--- config.mk ---
export PLATFORM = sky130hd
export DESIGN_NAME = gport_grant_arb
export DESIGN_NICKNAME = d
export VERILOG_FILES = /design/src/rtl/gport_arb_pkg.sv /design/src/rtl/gport_arb_eligible.sv /design/src/rtl/gport_arb_prio.sv /design/src/rtl/gport_arb_encode.sv /design/src/rtl/gport_grant_arb.sv
export SDC_FILE = /design/constraint.sdc
export NUM_CORES = 1
export LEC_CHECK = 0
export ABC_CLOCK_PERIOD_IN_PS = 1200
export BUFFER_PORTS_ARGS = -buffer_cell sky130_fd_sc_hd__buf_2
export CAP_MARGIN = 20
export CORE_AREA = 2 2 39 41
export CTS_CLUSTER_DIAMETER = 100
export DETAILED_ROUTE_END_ITERATION = 8
export DIE_AREA = 0 0 41 43
export PLACE_DENSITY = 0.68
export SYNTH_ARGS = -nofsm -noshare
export SYNTH_HDL_FRONTEND = slang
export SYNTH_SLANG_ARGS = --single-unit
--- constraint.sdc ---
create_clock -name clk -period 1.2 [get_ports clk]
set_input_delay 0.06 -clock clk [delete_from_list [all_inputs] [get_ports clk]]
set_output_delay 0.06 -clock clk [all_outputs]
set_load 0.005 [all_outputs]
--- src/rtl/gport_arb_pkg.sv ---
package gport_arb_pkg;
  localparam int STAT_W = 3;
  localparam int N_ACT  = 5;

  // Action slots in fixed priority order (index 0 wins).
  localparam int A_HP_RD = 0;
  localparam int A_HP_WR = 1;
  localparam int A_LP_RD = 2;
  localparam int A_LP_WR = 3;
  localparam int A_START = 4;

  typedef enum logic [STAT_W-1:0] {
    ST_LP_RD = 3'b000,
    ST_HP_RD = 3'b001,
    ST_LP_WR = 3'b010,
    ST_HP_WR = 3'b011,
    ST_START = 3'b111
  } stat_e;

  typedef enum logic {S_IDLE, S_HOLD} arb_state_e;

  function automatic logic [STAT_W-1:0] act_code(input int idx);
    case (idx)
      A_HP_RD: act_code = ST_HP_RD;
      A_HP_WR: act_code = ST_HP_WR;
      A_LP_RD: act_code = ST_LP_RD;
      A_LP_WR: act_code = ST_LP_WR;
      default: act_code = ST_START;
    endcase
  endfunction
endpackage

--- src/rtl/gport_arb_eligible.sv ---
module gport_arb_eligible
  import gport_arb_pkg::*;
(
  input  logic             req_n,
  input  logic             buf_full_n,
  input  logic             hp_rd_rdy,
  input  logic             hp_wr_need,
  input  logic             lp_rd_rdy,
  input  logic             lp_wr_need,
  input  logic             new_txn_ok,
  output logic [N_ACT-1:0] elig
);
  // Low-priority reads are held back while the master's buffer is full;
  // a new transaction needs both the core's permission and a request.
  always_comb begin
    elig          = '0;
    elig[A_HP_RD] = hp_rd_rdy;
    elig[A_HP_WR] = hp_wr_need;
    elig[A_LP_RD] = lp_rd_rdy & buf_full_n;
    elig[A_LP_WR] = lp_wr_need;
    elig[A_START] = new_txn_ok & ~req_n;
  end
endmodule

--- src/rtl/gport_arb_prio.sv ---
module gport_arb_prio #(
  parameter int N = 5
) (
  input  logic [N-1:0] req,
  output logic [N-1:0] pick
);
  logic [N:0] taken;
  assign taken[0] = 1'b0;

  for (genvar i = 0; i < N; i++) begin : g_slot
    assign pick[i]    = req[i] & ~taken[i];
    assign taken[i+1] = taken[i] | req[i];
  end
endmodule

--- src/rtl/gport_arb_encode.sv ---
module gport_arb_encode
  import gport_arb_pkg::*;
(
  input  logic [N_ACT-1:0]  onehot,
  output logic [STAT_W-1:0] code
);
  always_comb begin
    code = '0;
    for (int i = 0; i < N_ACT; i++) begin
      if (onehot[i]) code = code | act_code(i);
    end
  end
endmodule

--- src/rtl/gport_grant_arb.sv ---
module gport_grant_arb
  import gport_arb_pkg::*;
(
  input  logic              clk,
  input  logic              rst_n,
  input  logic              req_n,
  input  logic              buf_full_n,
  input  logic              hp_rd_rdy,
  input  logic              hp_wr_need,
  input  logic              lp_rd_rdy,
  input  logic              lp_wr_need,
  input  logic              new_txn_ok,
  input  logic              xfer_done,
  output logic              gnt_n,
  output logic [STAT_W-1:0] status,
  output logic [N_ACT-1:0]  sel
);
  logic [N_ACT-1:0]  elig;
  logic [N_ACT-1:0]  pick;
  logic [STAT_W-1:0] pick_code;

  arb_state_e        state_q;
  logic [STAT_W-1:0] stat_q;
  logic [N_ACT-1:0]  sel_q;

  gport_arb_eligible u_elig (
    .req_n      (req_n),
    .buf_full_n (buf_full_n),
    .hp_rd_rdy  (hp_rd_rdy),
    .hp_wr_need (hp_wr_need),
    .lp_rd_rdy  (lp_rd_rdy),
    .lp_wr_need (lp_wr_need),
    .new_txn_ok (new_txn_ok),
    .elig       (elig)
  );

  gport_arb_prio #(.N(N_ACT)) u_prio (
    .req  (elig),
    .pick (pick)
  );

  gport_arb_encode u_enc (
    .onehot (pick),
    .code   (pick_code)
  );

  // Decisions are taken only in S_IDLE; in S_HOLD every input except
  // xfer_done is ignored, so buf_full_n counts only at the decision point.
  always_ff @(posedge clk or negedge rst_n) begin
    if (!rst_n) begin
      state_q <= S_IDLE;
      stat_q  <= ST_LP_RD;
      sel_q   <= '0;
    end else begin
      case (state_q)
        S_IDLE: begin
          if (|pick) begin
            state_q <= S_HOLD;
            stat_q  <= pick_code;
            sel_q   <= pick;
          end
        end
        default: begin
          if (xfer_done) begin
            state_q <= S_IDLE;
            sel_q   <= '0;
          end
        end
      endcase
    end
  end

  assign gnt_n  = (state_q != S_HOLD);
  assign status = stat_q;
  assign sel    = sel_q;
endmodule

# == After elaboration in Yosys (flattened, before gate mapping) ==
# Index checks and enable logic that the tools add are counted.
# word_totals
register_bits,9
latchBits,0
ramBits,0
romBits,0
out_inout_bits,9
elab_cells,42
n_memories,0
# classes
n_addsub,0
n_mul,0
div_mod_pow,0
n_lt_le_gt_ge,0
eq_ne,1
shift,0
n_mux,15
bitwise_logic,19
reduce_logical,4
# op_table
cell,count
2-to-1 mux 3 bit,8
2-to-1 mux 5 bit,3
OR 3 bit,4
bitwise AND 1 bit,6
inverter 1 bit,6
OR reduction 5 bit,1
2-to-1 mux 1 bit,4
AND reduction 2 bit,2
OR 1 bit,3
inequality test 2 bit (second input constant),1
nonzero test 2 bit,1

# == Longest topological paths before layout ==
# logic_depth
depth_word,11
depth_mapped,4
depth_no_buf,3

# == Hierarchy ==
# A second synthesis with hierarchy kept.
# unflattened
cells_unflattened,51
area_unflattened_um2,534.3
# modules_own_cells
mod,n_inst,cells_per_inst,area_each_um2
gport_grant_arb,1,37,416.6
gport_arb_prio,1,6,55.1
gport_arb_eligible,1,5,42.5
gport_arb_encode,1,3,20.0

# == Worst setup path after synthesis ==
# No wires, ideal clock.
# synth_timing
kind,flip-flop to flip-flop
from,reg state_q
to,"reg sel_q[3], in the netlist sel[3]"
setup_time_ns,0.066
arrival_ns,0.990
required_ns,1.134
path_slack_ns,0.144
stages_incl_launch_ff,5
path_buffers,1
path_cell_list,dfrtp_1 buf_2 nor3_1 a32oi_1 nand2_1
# synth_between
elab_chain_len,2
# synth_rtl
item,line,rtl
from (decl),gport_grant_arb.sv:22,arb_state_e state_q;
from (signal assigned),gport_grant_arb.sv:51,state_q <= S_IDLE;
from (signal assigned),gport_grant_arb.sv:58,state_q <= S_HOLD;
from (signal assigned),gport_grant_arb.sv:65,state_q <= S_IDLE;
inequality test 2 bit (no source line) or nonzero test 2 bit (tied branches),n/a,
AND reduction 2 bit (no source line),n/a,
to (signal assigned),gport_grant_arb.sv:60,sel_q <= pick;
to (decl),gport_grant_arb.sv:24,logic [N_ACT-1:0] sel_q;
# Parallel ways exist; a longest one is shown, timed or not.
# A chain may end at the register's enable or synchronous reset.

# == Worst setup path in the final report ==
# layout_timing
from,reg state_q
to,"reg sel_q[2], in the netlist sel[2]"
# Same word-level chain as after synthesis.

==> flow_summary.toml <==
[outcome]
status = "complete, no violations"

[drt]
wl_mm = 1.24
postRouteAntennaNets = 0
dr.pass1.iters = 4
routed_wire_length_per_instance_microns = 14.5
via_per_inst = 5.36
first_iter_violations = 31
num_vias = 461
route.detailed.drc = 0

[logic_synthesis]
synth_edf_count = 0
synth-compound-area-share_pct = 28.3
synthMuxAreaShare_pct = 0
synth_xor_area_share_pct = 0
synth_top_family_by_area = "compound AO/OA/AOI/OAI gates"
netlist.area_leader.share_pct = 48.5
synth_common_cells = "dfrtp_1, nor2_1, nand2_1"
synth_cell_types = 25
yosysSeqAreaShare_pct = 48.5
ys_ff_latch = 9
ys_top_cells_by_area = "dfrtp_1, nor2_1, a22o_1"
synthAdderAreaFrac_pct = 0
syn_avg_cell_area_sq_um = 10.3
yosys.area.top_type = "dfrtp_1"
syn_inst = 45
synth_area_sq_um = 464
synthArstFlopShare_pct = 100
synth-simple-area-share_pct = 19.7
yosysWarnings = 0
syn-num-nets = 55
yosysMostFrequentCell = "dfrtp_1"
ys.flop_type = "dfrtp_1"

[global_route]
grtUsageTotal_pct = 16.3
antenna_found_initial = 0
overflow = 0
grt_first_pass_wirelength_mm = 1.82
grt_max_degree = 10
grt_pass1_vias = 411

[sta]
finalSetupViolations = 0
timing.final.crit_share_pct = 94.7
final.setup.tns_ps = 0
rsz0062_at_grt = "no"
hold_viol_final = 0
slew_violations = 0
max_freq_mhz = 880
max_slew_margin_pct = 77.6
tightest_slew_ps = 336
clock_skew_ps = 1.84
fin_crit_ps = 1140

[power_and_ir_drop]
vdd_ir_drop_max_mv = 0.488
p_per_area_nw_per_um2 = 1170
p_leak_uw = 0.000321

[cells_and_area]
diodes = 0
layout-drive-gt1-share_pct = 45.7
area_delta_synth_final_pct = 37.5
final_cells = 86
fin_nets = 81

[placement]
gp_congestion = 0.759
placement.io_buffers = 18
dp_cells = 80
hpwl_microns = 911

[cts]
cts_made_buffers = 3
clockBufferDepth = 2
cts-root-buf = "clkbuf_4"
htree_levels = 1
clkLatencyLatePin_ps = 260
cts_tree = "yes"
clkSlewWorstSetupHoldPaths_ps = 70
cts_sinks = 9

[floorplanning]
core_area_sq_um = 1380
die_y_microns = 43
dieArea_sq_um = 1760
die_w_microns = 41
start_util_pct = 33.5
ios = 19
rows = 14

[worst_setup_path]
r2r_slack_ps = 60
cp_max_fo = 6
reg2reg_depth = 3
criticalPathCategory = "register to register"
rr_startpoint = "state_q$_DFF_PN0_"
startpoint_type = "register"
worstPathRequired_ps = 1350
worstReg2RegEnd = "sel[2]$_DFFE_PN0P_"
cp_data_arrival_time_ps = 1290
cp-endpoint = "sel[2]$_DFFE_PN0P_"
crit_start = "state_q$_DFF_PN0_"
endpoint_kind = "register"

[worst_hold_path]
holdPathStages = 3
hp-class = "input port to register"

[flow_run]
drv_cap = 0
==> per-stage QoR <==
step                      hold slack [ps]  total power [uW]  setup slack [ps]  util [%]  area (sq um)
after floorplan                      -236               423               144         -           464
after global placement              -75.5               495               110      42.2           584
after detailed placement            -72.0               502              96.3      42.2           584
after CTS                            87.4               750              57.0      45.7           632
after global routing                  103               794              12.7      46.1           638
final                                 112               745              63.1      46.1           638
==> cell families (layout without fill, tap and decap cells) <==
logic type,after synthesis,in the layout
simple gates,17,17
buf+inv,3,28
flops,9,9
compound gates,16,16
==> worst min-delay path by stage <==
stage / from / endpoint / slack, ps
after floorplan: rst_n / sel[0]$_DFFE_PN0P_ / -240
after global placement: rst_n / status[1]$_DFFE_PN0P_ / -80
after CTS: lp_wr_need / sel[3]$_DFFE_PN0P_ / 90
after detailed placement: rst_n / status[1]$_DFFE_PN0P_ / -70
final: lp_wr_need / sel[3]$_DFFE_PN0P_ / 110
after global routing: lp_wr_need / sel[3]$_DFFE_PN0P_ / 100
==> final cells by class <==
class | instances | area [sq um]
fill | 138 | 746
multi-input combinational | 33 | 228
sequential | 9 | 226
timing repair buffer | 23 | 133
clock buffer | 3 | 22.5
tap | 16 | 20.0
clock inverter | 1 | 5.00
inverter | 1 | 3.75
==> cell usage in the layout (no fill, tap or decap), types with 2 or more instances in the layout <==
cell            n
nor3_1          2
buf_2          18
dlygate4sd3_1   2
nand2_1         3
clkbuf_4        3
o22a_1          2
buf_4           3
a21oi_1         2
a32oi_1         2
dfrtp_1         8
nand2b_1        2
nor2_1          5
a22o_1          2
==> report_power, final <==
part | internal [uW] | switching (uW)
combinational | 78.7 | 77.8
sequential | 329 | 20.0
clock | 123 | 117
==> sequential cells by signal (all words and copies together) (netlist names) <==
name	cells
status	3
state_q	1
sel	5
==> critical path, stage by stage, from the launching register on <==
cell	delay (ps)
dfrtp_2	440
nor2b_1	190
a31o_1	210
a22o_1	180
==> routing by layer <==
metal  up-vias  wire, microns  global-route usage, %
met5         -              0                      0
met4         0             40                   12.0
met3         6            105                   3.14
met2        32            592                   25.3
met1       203            505                   18.5
li1        220              -                      -
==> timing repair <==
item	4_1_cts	5_1_grt
hold endpoints to repair	10	0
hold buffers	2	0
buffers inserted	0	0
endpoints found under the setup margin	0	3
resized for setup	0	2
(Power assumes the default switching activity.)
